==> src/rtl/flash_cmd_pkg.sv <==
package flash_cmd_pkg;

  typedef enum logic [1:0] {
    RM_ARRAY  = 2'd0,
    RM_STATUS = 2'd1,
    RM_IDENT  = 2'd2,
    RM_QUERY  = 2'd3
  } rd_mode_e;

  typedef enum logic [3:0] {
    OP_NONE     = 4'd0,
    OP_WORD_PGM = 4'd1,
    OP_BUF_PGM  = 4'd2,
    OP_EFP      = 4'd3,
    OP_ERASE    = 4'd4,
    OP_BLANK    = 4'd5,
    OP_SUSPEND  = 4'd6,
    OP_RESUME   = 4'd7,
    OP_LOCK     = 4'd8,
    OP_UNLOCK   = 4'd9,
    OP_LOCKDOWN = 4'd10,
    OP_CFG      = 4'd11,
    OP_OTP      = 4'd12,
    OP_PASSWORD = 4'd13
  } op_kind_e;

  typedef enum logic [3:0] {
    CMD_NONE, CMD_RD_ARRAY, CMD_RD_STATUS, CMD_RD_IDENT, CMD_RD_QUERY,
    CMD_CLR_STATUS, CMD_WORD_PGM, CMD_BUF_PGM, CMD_EFP, CMD_ERASE,
    CMD_BLANK, CMD_SETUP_SEC, CMD_SUSPEND, CMD_CONFIRM, CMD_OTP, CMD_PASSWORD
  } cmd_e;

  typedef enum logic [2:0] {
    ST_IDLE, ST_WP_ARM, ST_OTP_ARM, ST_SETUP, ST_BUF_CNT, ST_BUF_LOAD, ST_BUF_CONF
  } fsm_st_e;

  // second codes after the security setup
  localparam logic [7:0] SUB_LOCK     = 8'h01;
  localparam logic [7:0] SUB_UNLOCK   = 8'hD0;
  localparam logic [7:0] SUB_LOCKDOWN = 8'h2F;
  localparam logic [7:0] SUB_CFG      = 8'h03;
  localparam logic [7:0] CODE_CONFIRM = 8'hD0;

  localparam int STS_READY    = 7;
  localparam int STS_SUSP     = 6;
  localparam int STS_LOCK_ERR = 5;
  localparam int STS_SEQ_ERR  = 4;
  localparam int STS_ABORT    = 3;

endpackage

==> src/rtl/flash_cmd_decode.sv <==
module flash_cmd_decode
  import flash_cmd_pkg::*;
(
  input  logic [7:0] code_i,
  output cmd_e       cmd_o
);
  always_comb begin
    unique case (code_i)
      8'hFF:   cmd_o = CMD_RD_ARRAY;
      8'h70:   cmd_o = CMD_RD_STATUS;
      8'h90:   cmd_o = CMD_RD_IDENT;
      8'h98:   cmd_o = CMD_RD_QUERY;
      8'h50:   cmd_o = CMD_CLR_STATUS;
      8'h40:   cmd_o = CMD_WORD_PGM;
      8'hE8:   cmd_o = CMD_BUF_PGM;
      8'h80:   cmd_o = CMD_EFP;
      8'h20:   cmd_o = CMD_ERASE;
      8'hBC:   cmd_o = CMD_BLANK;
      8'h60:   cmd_o = CMD_SETUP_SEC;
      8'hB0:   cmd_o = CMD_SUSPEND;
      8'hD0:   cmd_o = CMD_CONFIRM;
      8'hC0:   cmd_o = CMD_OTP;
      8'hEB:   cmd_o = CMD_PASSWORD;
      default: cmd_o = CMD_NONE;
    endcase
  end
endmodule

==> src/rtl/flash_buf_tracker.sv <==
module flash_buf_tracker #(
  parameter int ADDR_W = 16,
  parameter int BLK_W  = 4,
  parameter int CNT_W  = 5
) (
  input  logic              clk_i,
  input  logic              rst_ni,
  input  logic              blk_cap_i,
  input  logic              cnt_ld_i,
  input  logic              cnt_dec_i,
  input  logic [CNT_W-1:0]  cnt_val_i,
  input  logic [ADDR_W-1:0] addr_i,
  output logic              out_of_blk_o,
  output logic              last_o
);
  logic [BLK_W-1:0] blk_q;
  logic [CNT_W-1:0] cnt_q;

  always_ff @(posedge clk_i or negedge rst_ni) begin
    if (!rst_ni) begin
      blk_q <= '0;
      cnt_q <= '0;
    end else begin
      if (blk_cap_i) blk_q <= addr_i[ADDR_W-1 -: BLK_W];
      if (cnt_ld_i)       cnt_q <= cnt_val_i;
      else if (cnt_dec_i) cnt_q <= cnt_q - 1'b1;
    end
  end

  assign out_of_blk_o = addr_i[ADDR_W-1 -: BLK_W] != blk_q;
  assign last_o       = cnt_q == '0;
endmodule

==> src/rtl/flash_lock_table.sv <==
module flash_lock_table #(
  parameter int NUM_BLK = 16,
  localparam int IDX_W  = $clog2(NUM_BLK)
) (
  input  logic               clk_i,
  input  logic               rst_ni,
  input  logic               set_i,
  input  logic [IDX_W-1:0]   idx_i,
  output logic               locked_o,
  output logic [NUM_BLK-1:0] ld_o
);
  for (genvar b = 0; b < NUM_BLK; b++) begin : g_blk
    always_ff @(posedge clk_i or negedge rst_ni) begin
      if (!rst_ni)                                ld_o[b] <= 1'b0;
      else if (set_i && idx_i == IDX_W'(b))       ld_o[b] <= 1'b1;
    end
  end

  assign locked_o = ld_o[idx_i];
endmodule

==> src/rtl/flash_cmd_fsm.sv <==
module flash_cmd_fsm
  import flash_cmd_pkg::*;
#(
  parameter int ADDR_W    = 16,
  parameter int DATA_W    = 16,
  parameter int BLK_W     = 4,
  parameter int BUF_WORDS = 32
) (
  input  logic              clk_i,
  input  logic              rst_ni,
  input  logic              wr_en_i,
  input  logic [ADDR_W-1:0] wr_addr_i,
  input  logic [DATA_W-1:0] wr_data_i,
  input  logic              busy_i,
  output logic [1:0]        rd_mode_o,
  output logic              op_start_o,
  output logic [3:0]        op_kind_o,
  output logic [ADDR_W-1:0] op_addr_o,
  output logic [DATA_W-1:0] op_data_o,
  output logic [7:0]        status_o
);
  localparam int NUM_BLK = 1 << BLK_W;
  localparam int CNT_W   = $clog2(BUF_WORDS);

  fsm_st_e           st_q, st_d;
  rd_mode_e          mode_q, mode_d;
  cmd_e              setup_q, setup_d, cmd;
  logic [ADDR_W-1:0] saddr_q, saddr_d;
  logic              susp_q, susp_d, lk_q, lk_d, seq_q, seq_d, ab_q, ab_d;
  logic              start_q, start_d;
  op_kind_e          kind_q, kind_d;
  logic [ADDR_W-1:0] oaddr_q, oaddr_d;
  logic [DATA_W-1:0] odata_q, odata_d;
  logic              blk_cap, cnt_ld, cnt_dec, out_of_blk, cnt_last;
  logic              ld_set, blk_locked;
  logic [NUM_BLK-1:0] ld_vec;
  logic [7:0]        code;

  assign code = wr_data_i[7:0];

  flash_cmd_decode i_decode (.code_i(code), .cmd_o(cmd));

  flash_buf_tracker #(.ADDR_W(ADDR_W), .BLK_W(BLK_W), .CNT_W(CNT_W)) i_buf (
    .clk_i, .rst_ni,
    .blk_cap_i   (blk_cap),
    .cnt_ld_i    (cnt_ld),
    .cnt_dec_i   (cnt_dec),
    .cnt_val_i   (wr_data_i[CNT_W-1:0]),
    .addr_i      (wr_addr_i),
    .out_of_blk_o(out_of_blk),
    .last_o      (cnt_last)
  );

  flash_lock_table #(.NUM_BLK(NUM_BLK)) i_lock (
    .clk_i, .rst_ni,
    .set_i   (ld_set),
    .idx_i   (saddr_q[ADDR_W-1 -: BLK_W]),
    .locked_o(blk_locked),
    .ld_o    (ld_vec)
  );

  always_comb begin
    st_d    = st_q;
    mode_d  = mode_q;
    setup_d = setup_q;
    saddr_d = saddr_q;
    susp_d  = susp_q;
    lk_d    = lk_q;
    seq_d   = seq_q;
    ab_d    = ab_q;
    start_d = 1'b0;
    kind_d  = OP_NONE;
    oaddr_d = oaddr_q;
    odata_d = odata_q;
    blk_cap = 1'b0;
    cnt_ld  = 1'b0;
    cnt_dec = 1'b0;
    ld_set  = 1'b0;

    if (wr_en_i && busy_i) begin
      if (cmd == CMD_RD_STATUS) begin
        mode_d = RM_STATUS;
      end else if (cmd == CMD_SUSPEND && !susp_q) begin
        susp_d  = 1'b1;
        start_d = 1'b1;
        kind_d  = OP_SUSPEND;
        oaddr_d = wr_addr_i;
        odata_d = wr_data_i;
      end
    end else if (wr_en_i) begin
      unique case (st_q)
        ST_IDLE: begin
          unique case (cmd)
            CMD_RD_ARRAY:  mode_d = RM_ARRAY;
            CMD_RD_STATUS: mode_d = RM_STATUS;
            CMD_RD_IDENT:  mode_d = RM_IDENT;
            CMD_RD_QUERY:  mode_d = RM_QUERY;
            CMD_CLR_STATUS: begin
              lk_d  = 1'b0;
              seq_d = 1'b0;
              ab_d  = 1'b0;
            end
            CMD_WORD_PGM: begin
              st_d   = ST_WP_ARM;
              mode_d = RM_STATUS;
            end
            CMD_OTP: begin
              st_d   = ST_OTP_ARM;
              mode_d = RM_STATUS;
            end
            CMD_BUF_PGM: begin
              st_d    = ST_BUF_CNT;
              mode_d  = RM_STATUS;
              saddr_d = wr_addr_i;
              blk_cap = 1'b1;
            end
            CMD_EFP, CMD_ERASE, CMD_BLANK, CMD_SETUP_SEC: begin
              st_d    = ST_SETUP;
              mode_d  = RM_STATUS;
              setup_d = cmd;
              saddr_d = wr_addr_i;
            end
            CMD_CONFIRM: begin
              mode_d = RM_STATUS;
              if (susp_q) begin
                susp_d  = 1'b0;
                start_d = 1'b1;
                kind_d  = OP_RESUME;
                oaddr_d = wr_addr_i;
                odata_d = wr_data_i;
              end else begin
                seq_d = 1'b1;
              end
            end
            CMD_PASSWORD: begin
              mode_d  = RM_STATUS;
              start_d = 1'b1;
              kind_d  = OP_PASSWORD;
              oaddr_d = wr_addr_i;
              odata_d = wr_data_i;
            end
            default: ;
          endcase
        end

        ST_WP_ARM, ST_OTP_ARM: begin
          st_d    = ST_IDLE;
          start_d = 1'b1;
          kind_d  = (st_q == ST_WP_ARM) ? OP_WORD_PGM : OP_OTP;
          oaddr_d = wr_addr_i;
          odata_d = wr_data_i;
        end

        ST_SETUP: begin
          st_d    = ST_IDLE;
          mode_d  = RM_STATUS;
          oaddr_d = saddr_q;
          odata_d = wr_data_i;
          if (setup_q == CMD_SETUP_SEC) begin
            unique case (code)
              SUB_LOCK:     begin start_d = 1'b1; kind_d = OP_LOCK; end
              SUB_LOCKDOWN: begin start_d = 1'b1; kind_d = OP_LOCKDOWN; ld_set = 1'b1; end
              SUB_CFG:      begin start_d = 1'b1; kind_d = OP_CFG; end
              SUB_UNLOCK: begin
                if (blk_locked) lk_d = 1'b1;
                else begin start_d = 1'b1; kind_d = OP_UNLOCK; end
              end
              default:      seq_d = 1'b1;
            endcase
          end else if (code == CODE_CONFIRM) begin
            start_d = 1'b1;
            unique case (setup_q)
              CMD_EFP:   kind_d = OP_EFP;
              CMD_ERASE: kind_d = OP_ERASE;
              default:   kind_d = OP_BLANK;
            endcase
          end else begin
            seq_d = 1'b1;
          end
          if (!start_d) begin
            oaddr_d = oaddr_q;
            odata_d = odata_q;
          end
        end

        ST_BUF_CNT, ST_BUF_LOAD: begin
          if (out_of_blk) begin
            st_d   = ST_IDLE;
            mode_d = RM_STATUS;
            ab_d   = 1'b1;
          end else if (st_q == ST_BUF_CNT) begin
            st_d   = ST_BUF_LOAD;
            cnt_ld = 1'b1;
          end else if (cnt_last) begin
            st_d = ST_BUF_CONF;
          end else begin
            cnt_dec = 1'b1;
          end
        end

        ST_BUF_CONF: begin
          st_d   = ST_IDLE;
          mode_d = RM_STATUS;
          if (code == CODE_CONFIRM) begin
            start_d = 1'b1;
            kind_d  = OP_BUF_PGM;
            oaddr_d = saddr_q;
            odata_d = wr_data_i;
          end else begin
            seq_d = 1'b1;
          end
        end

        default: st_d = ST_IDLE;
      endcase
    end
  end

  always_ff @(posedge clk_i or negedge rst_ni) begin
    if (!rst_ni) begin
      st_q    <= ST_IDLE;
      mode_q  <= RM_ARRAY;
      setup_q <= CMD_NONE;
      saddr_q <= '0;
      susp_q  <= 1'b0;
      lk_q    <= 1'b0;
      seq_q   <= 1'b0;
      ab_q    <= 1'b0;
      start_q <= 1'b0;
      kind_q  <= OP_NONE;
      oaddr_q <= '0;
      odata_q <= '0;
    end else begin
      st_q    <= st_d;
      mode_q  <= mode_d;
      setup_q <= setup_d;
      saddr_q <= saddr_d;
      susp_q  <= susp_d;
      lk_q    <= lk_d;
      seq_q   <= seq_d;
      ab_q    <= ab_d;
      start_q <= start_d;
      kind_q  <= kind_d;
      oaddr_q <= oaddr_d;
      odata_q <= odata_d;
    end
  end

  // engine activity overrides the visible read mode
  assign rd_mode_o  = busy_i ? RM_STATUS : mode_q;
  assign op_start_o = start_q;
  assign op_kind_o  = kind_q;
  assign op_addr_o  = oaddr_q;
  assign op_data_o  = odata_q;
  assign status_o   = {~busy_i, susp_q, lk_q, seq_q, ab_q, 3'b000};

endmodule

==> config.mk <==
export PLATFORM = sky130hd
export DESIGN_NAME = flash_cmd_fsm
export DESIGN_NICKNAME = d
export VERILOG_FILES = /design/src/rtl/flash_cmd_pkg.sv /design/src/rtl/flash_cmd_decode.sv /design/src/rtl/flash_buf_tracker.sv /design/src/rtl/flash_lock_table.sv /design/src/rtl/flash_cmd_fsm.sv
export SDC_FILE = /design/constraint.sdc
export NUM_CORES = 1
export LEC_CHECK = 0
export BUFFER_PORTS_ARGS = -buffer_cell sky130_fd_sc_hd__buf_2
export CAP_MARGIN = 20
export CORE_ASPECT_RATIO = 0.5
export CORE_UTILIZATION = 35
export CTS_CLUSTER_SIZE = 10
export DETAILED_ROUTE_END_ITERATION = 10
export GPL_TIMING_DRIVEN = 0
export SYNTH_ARGS = -nofsm -noshare
export SYNTH_HDL_FRONTEND = slang
export SYNTH_SLANG_ARGS = --single-unit
==> constraint.sdc <==
create_clock -name clk_i -period 7.3 [get_ports clk_i]
set_input_delay 1.095 -clock clk_i [delete_from_list [all_inputs] [get_ports clk_i]]
set_output_delay 1.095 -clock clk_i [all_outputs]
set_load 0.005 [all_outputs]
==> impl_results.rst <==
.. list-table::
   :header-rows: 1

   * - Metric
     - Value
   * - Status
     - finished clean
   * - Number of enable flip-flop cells after synthesis
     - 0
   * - Insertion delay of the later-clocked pin in the worst-skew pair
     - 0.35 ns
   * - Synth warnings
     - 0
   * - Mean instance size in the synthesized netlist
     - 11.41 µm²
   * - Routability Congestion
     - 0.9060
   * - Hold buffers post-CTS
     - 0
   * - Number of cells produced by synthesis
     - 435
   * - Sw Share
     - 0.2958
   * - Worst IR drop on VDD
     - 0.1341 mV
   * - Post-CTS clock slew at the launch and capture registers of the worst setup and hold paths
     - 0.07 ns
   * - Number of library cell types mapped by synthesis
     - 65
   * - Total vias in the final route
     - 3694
   * - Area growth, synth to finish
     - 19.61%
   * - Class of the most critical hold timing path
     - reg2reg
   * - Pin count of the biggest net entering global routing
     - 70
   * - Horizontal extent of the die
     - 170.4 µm
   * - Antenna Nets Post-Route
     - 0
   * - Detailed Route WL
     - 11.44 mm
   * - Library cell used as clock root buffer
     - sky130_fd_sc_hd__clkbuf_16
   * - Standard cell core area
     - 13700 µm²
   * - Final critical-path required period
     - 3.761 ns
   * - Synth Register Bits
     - 91
   * - Capturing point of the worst reg2reg path
     - saddr_q[2]$_DFFE_PN0P_
   * - Vias per std cell
     - 5.116
   * - Max Clk Rate
     - 265.9 MHz
   * - Net switching power
     - 0.5014 mW
   * - Area of all placed cells without fillers
     - 5938 µm²
   * - Number of global-route vias before repair
     - 3629
   * - Inst Count DP
     - 706
   * - Post-route clock period utilization
     - 0.5151
   * - Arr. time, crit path
     - 3.99 ns
   * - Hold Path Sink
     - i_lock.ld_o[0]$_DFFE_PN0P_
   * - Post-detailed-route DRC marker count
     - 0
   * - Final clock skew
     - 0.007651 ns
   * - Clock tree from TritonCTS
     - built
   * - Total global-route track usage
     - 0.1635
   * - Slew at the pin closest to its max-slew limit
     - 1.008 ns
   * - Share of synthesized area occupied by flip-flops and latches
     - 0.4587
   * - Die Height
     - 86.22 µm
   * - Endpoints failing setup
     - 0
   * - Startpoint of the lowest-slack hold path
     - i_lock.ld_o[0]$_DFFE_PN0P_
   * - Biggest fanout along the worst timing path
     - 10
   * - Dpl hpwl
     - 8.235 mm
   * - Fin Hold WS
     - 0.4584 ns
   * - Worst setup slack after placement
     - 3.229 ns
   * - Leakage power of the design
     - 2.735 nW
   * - Setup TNS
     - 0 ns
   * - Num Clock Sinks
     - 91
   * - Pwr per Cell Area
     - 285.4 nW/µm²
   * - Number of pins exceeding their max-slew limit in the final report
     - 0
   * - Share of cells above drive strength 1
     - 0.3755
   * - Post-route worst setup slack
     - 3.539 ns
   * - Antenna violations before repair
     - 0
   * - I/O Pins
     - 83
   * - Starting utilization of the core area
     - 0.3624
   * - Part of the total power dissipated in the clock network
     - 0.293
   * - Longest Clk Path Bufs
     - 2
   * - Critical Path Source Type
     - input pin
   * - Critical path class
     - in2reg
   * - DR iter-0 viols
     - 233
   * - Number of buffers inserted during clock tree synthesis
     - 9
   * - Cell depth of the worst flop-to-flop path
     - 7
   * - First-pass DRT Iterations
     - 4
   * - Cell Area, Placed
     - 5623 µm²
   * - Relative max-transition margin
     - 0.3226
   * - Count of placed standard cells in the final layout, fillers left out
     - 722
   * - Reg2Reg Launch Point
     - st_q[1]$_DFFE_PN0P_
   * - Number of buffers inserted by post-CTS setup repair
     - 0
   * - Setup slack of the worst register-to-register path
     - 4.05 ns
   * - Antenna diodes
     - 0
   * - H-tree levels
     - 3
   * - Count of port buffers added during placement
     - 76
   * - Final Hold Violating Endpoints
     - 0
   * - Global-route wire length before repair
     - 18.55 mm
   * - Logic pwr share
     - 0.292
   * - RSZ-0062 raised after global routing
     - no
   * - Fraction of power consumed by sequential logic
     - 0.415
   * - P_int
     - 1.194 mW
   * - Overall die area
     - 14690 µm²
   * - Cell depth of the worst min-delay path
     - 1
   * - Filler Cell Count
     - 1333
   * - Cells resized by post-CTS repair
     - 0
   * - Dominant synthesized flop cell
     - sky130_fd_sc_hd__dfrtp_1
   * - Reported max-cap violation count
     - 0
   * - Summed instance area of the synthesized netlist
     - 4965 µm²
   * - Post-synthesis async set-or-reset flop share
     - 1.000
   * - Total Nets Final
     - 563
   * - Wire per inst
     - 15.85 µm
   * - Congestion Overflow GR
     - 0
   * - Crit path capture type
     - register
   * - WP data required
     - 7.53 ns
   * - Row Count
     - 30
-- critical path: stages --
cell and delay, ns:
sky130_fd_sc_hd__buf_2 0.12, sky130_fd_sc_hd__buf_6 0.14, sky130_fd_sc_hd__nor3_2 0.31, sky130_fd_sc_hd__nand3_1 0.20, sky130_fd_sc_hd__a311oi_4 0.57, sky130_fd_sc_hd__o311ai_1 0.20, sky130_fd_sc_hd__a211o_1 0.37, sky130_fd_sc_hd__o2111ai_4 0.46
sky130_fd_sc_hd__buf_12 0.22, sky130_fd_sc_hd__mux2_4 0.31
-- per-stage QoR --
step	power, mW	utilization
final	1.695	0.4334
after global routing	1.789	0.4334
after CTS	1.717	0.4334
after detailed placement	1.211	0.4104
after global placement	1.201	0.4082
after floorplan	1.022	-
-- layer usage --
metal | vias to the layer above | part of all wire | GRT usage
li1 | 1748 | - | -
met3 | 12 | 0.047 | 0.04155
met1 | 1835 | 0.46 | 0.2173
met4 | 0 | 0.0088 | 0.04996
met5 | - | 0 | 0
met2 | 99 | 0.49 | 0.2642
-- power groups by stage --
| stage | combinational (mW) | clock, mW | sequential (mW) |
|---|---|---|---|
| final | 0.494 | 0.496 | 0.704 |
| after global routing | 0.541 | 0.528 | 0.720 |
| after CTS | 0.501 | 0.509 | 0.706 |
| after detailed placement | 0.499 | 0 | 0.713 |
| after global placement | 0.492 | 0 | 0.709 |
| after floorplan | 0.311 | 0 | 0.711 |
-- registers in the layout (all words and copies together) (netlist names), 2 cells and up --
signal	count
saddr_q	16
setup_q	4
st_q	3
mode_q	2
i_lock.ld_o	16
op_data_o	16
i_buf.blk_q	4
op_addr_o	16
i_buf.cnt_q	5
op_kind_o	4
-- layout by cell type, fill, tap and decap left out, types with 4 or more instances in the layout --
cell                        instances
sky130_fd_sc_hd__inv_6              4
sky130_fd_sc_hd__nand4_1            4
sky130_fd_sc_hd__nand2b_1           5
sky130_fd_sc_hd__dfrtp_1           91
sky130_fd_sc_hd__o21ai_0           13
sky130_fd_sc_hd__nand2_1           34
sky130_fd_sc_hd__clkbuf_16          9
sky130_fd_sc_hd__mux2_2            40
sky130_fd_sc_hd__mux2i_1            4
sky130_fd_sc_hd__and3_1             4
sky130_fd_sc_hd__mux2_4            29
sky130_fd_sc_hd__a31oi_1            5
sky130_fd_sc_hd__mux4_2             4
sky130_fd_sc_hd__buf_2             79
sky130_fd_sc_hd__nor3_1            10
sky130_fd_sc_hd__o21bai_1          13
sky130_fd_sc_hd__nand3_1           15
sky130_fd_sc_hd__inv_1             13
sky130_fd_sc_hd__nor2b_1            7
sky130_fd_sc_hd__nor2_1            25
sky130_fd_sc_hd__buf_4             10
sky130_fd_sc_hd__xnor2_1            8
sky130_fd_sc_hd__clkbuf_1          13
sky130_fd_sc_hd__nor4_1             5
sky130_fd_sc_hd__a21oi_1           14
sky130_fd_sc_hd__or2_2              5
-- final cells by class --
cell class	instances	area [µm²]	area share
Clock buffer	10	239.0	0.04024
Multi-Input combinational cell	301	2416	0.4069
Inverter	13	48.80	0.008217
Sequential cell	91	2277	0.3835
Buffer	32	230.2	0.03877
Timing Repair Buffer	77	410.4	0.06911
Tap cell	192	240.2	0.04046
Clock inverter	6	76.32	0.01285
-- cells in the mapped netlist (2+ instances only) --
library cell,number,share of area
sky130_fd_sc_hd__mux2i_1,4,0.0081
sky130_fd_sc_hd__or4_4,2,0.0045
sky130_fd_sc_hd__xor2_1,3,0.0053
sky130_fd_sc_hd__ha_1,2,0.0050
sky130_fd_sc_hd__a31oi_1,5,0.0063
sky130_fd_sc_hd__nor4_1,5,0.0063
sky130_fd_sc_hd__nor3_1,10,0.010
sky130_fd_sc_hd__a21o_1,2,0.0030
sky130_fd_sc_hd__mux2_4,29,0.088
sky130_fd_sc_hd__o41ai_1,2,0.0035
sky130_fd_sc_hd__buf_12,3,0.012
sky130_fd_sc_hd__or3_1,2,0.0025
sky130_fd_sc_hd__a32o_1,2,0.0040
sky130_fd_sc_hd__o2111ai_1,2,0.0035
sky130_fd_sc_hd__nor2b_1,7,0.0088
sky130_fd_sc_hd__nor2_1,25,0.019
sky130_fd_sc_hd__dfrtp_1,91,0.46
sky130_fd_sc_hd__nand3_1,15,0.015
sky130_fd_sc_hd__nand4_1,4,0.0050
sky130_fd_sc_hd__o21a_1,3,0.0045
sky130_fd_sc_hd__nand2b_1,5,0.0063
sky130_fd_sc_hd__and4_1,3,0.0053
sky130_fd_sc_hd__nand3b_1,2,0.0030
sky130_fd_sc_hd__o21bai_1,13,0.020
sky130_fd_sc_hd__buf_4,9,0.014
sky130_fd_sc_hd__mux2_2,40,0.091
sky130_fd_sc_hd__a211o_1,2,0.0035
sky130_fd_sc_hd__buf_6,3,0.0068
sky130_fd_sc_hd__o21ai_0,13,0.013
sky130_fd_sc_hd__o32a_1,2,0.0040
sky130_fd_sc_hd__or2_2,5,0.0063
sky130_fd_sc_hd__a21oi_1,14,0.014
sky130_fd_sc_hd__xnor2_1,8,0.014
sky130_fd_sc_hd__and3_1,4,0.0050
sky130_fd_sc_hd__buf_2,4,0.0040
sky130_fd_sc_hd__inv_1,13,0.0098
sky130_fd_sc_hd__mux4_2,4,0.018
sky130_fd_sc_hd__clkbuf_1,13,0.0098
sky130_fd_sc_hd__nand2_1,34,0.026
-- how the worst max path moves through the flow --
stage | startpoint | end | slack [ns] | depth (start not counted)
after floorplan | wr_data_i[0] | op_addr_o[0]$_DFFE_PN0P_ | 3.83 | 9
after CTS | wr_data_i[3] | op_data_o[7]$_DFFE_PN0P_ | 3.58 | 10
after global placement | wr_data_i[3] | op_data_o[13]$_DFFE_PN0P_ | 3.27 | 10
final | wr_data_i[3] | op_data_o[7]$_DFFE_PN0P_ | 3.54 | 10
after global routing | wr_data_i[3] | op_data_o[7]$_DFFE_PN0P_ | 3.45 | 10
after detailed placement | wr_data_i[3] | op_data_o[7]$_DFFE_PN0P_ | 3.23 | 10
-- cells by family after synthesis --
family | synth area share
compound gates | 0.1084
xor+xnor | 0.01941
fa+ha+maj | 0.005040
buf+inv | 0.05620
flops | 0.4587
mux | 0.2046
other cells | 0.0007553
simple gates | 0.1469
(Power assumes the default switching activity.)
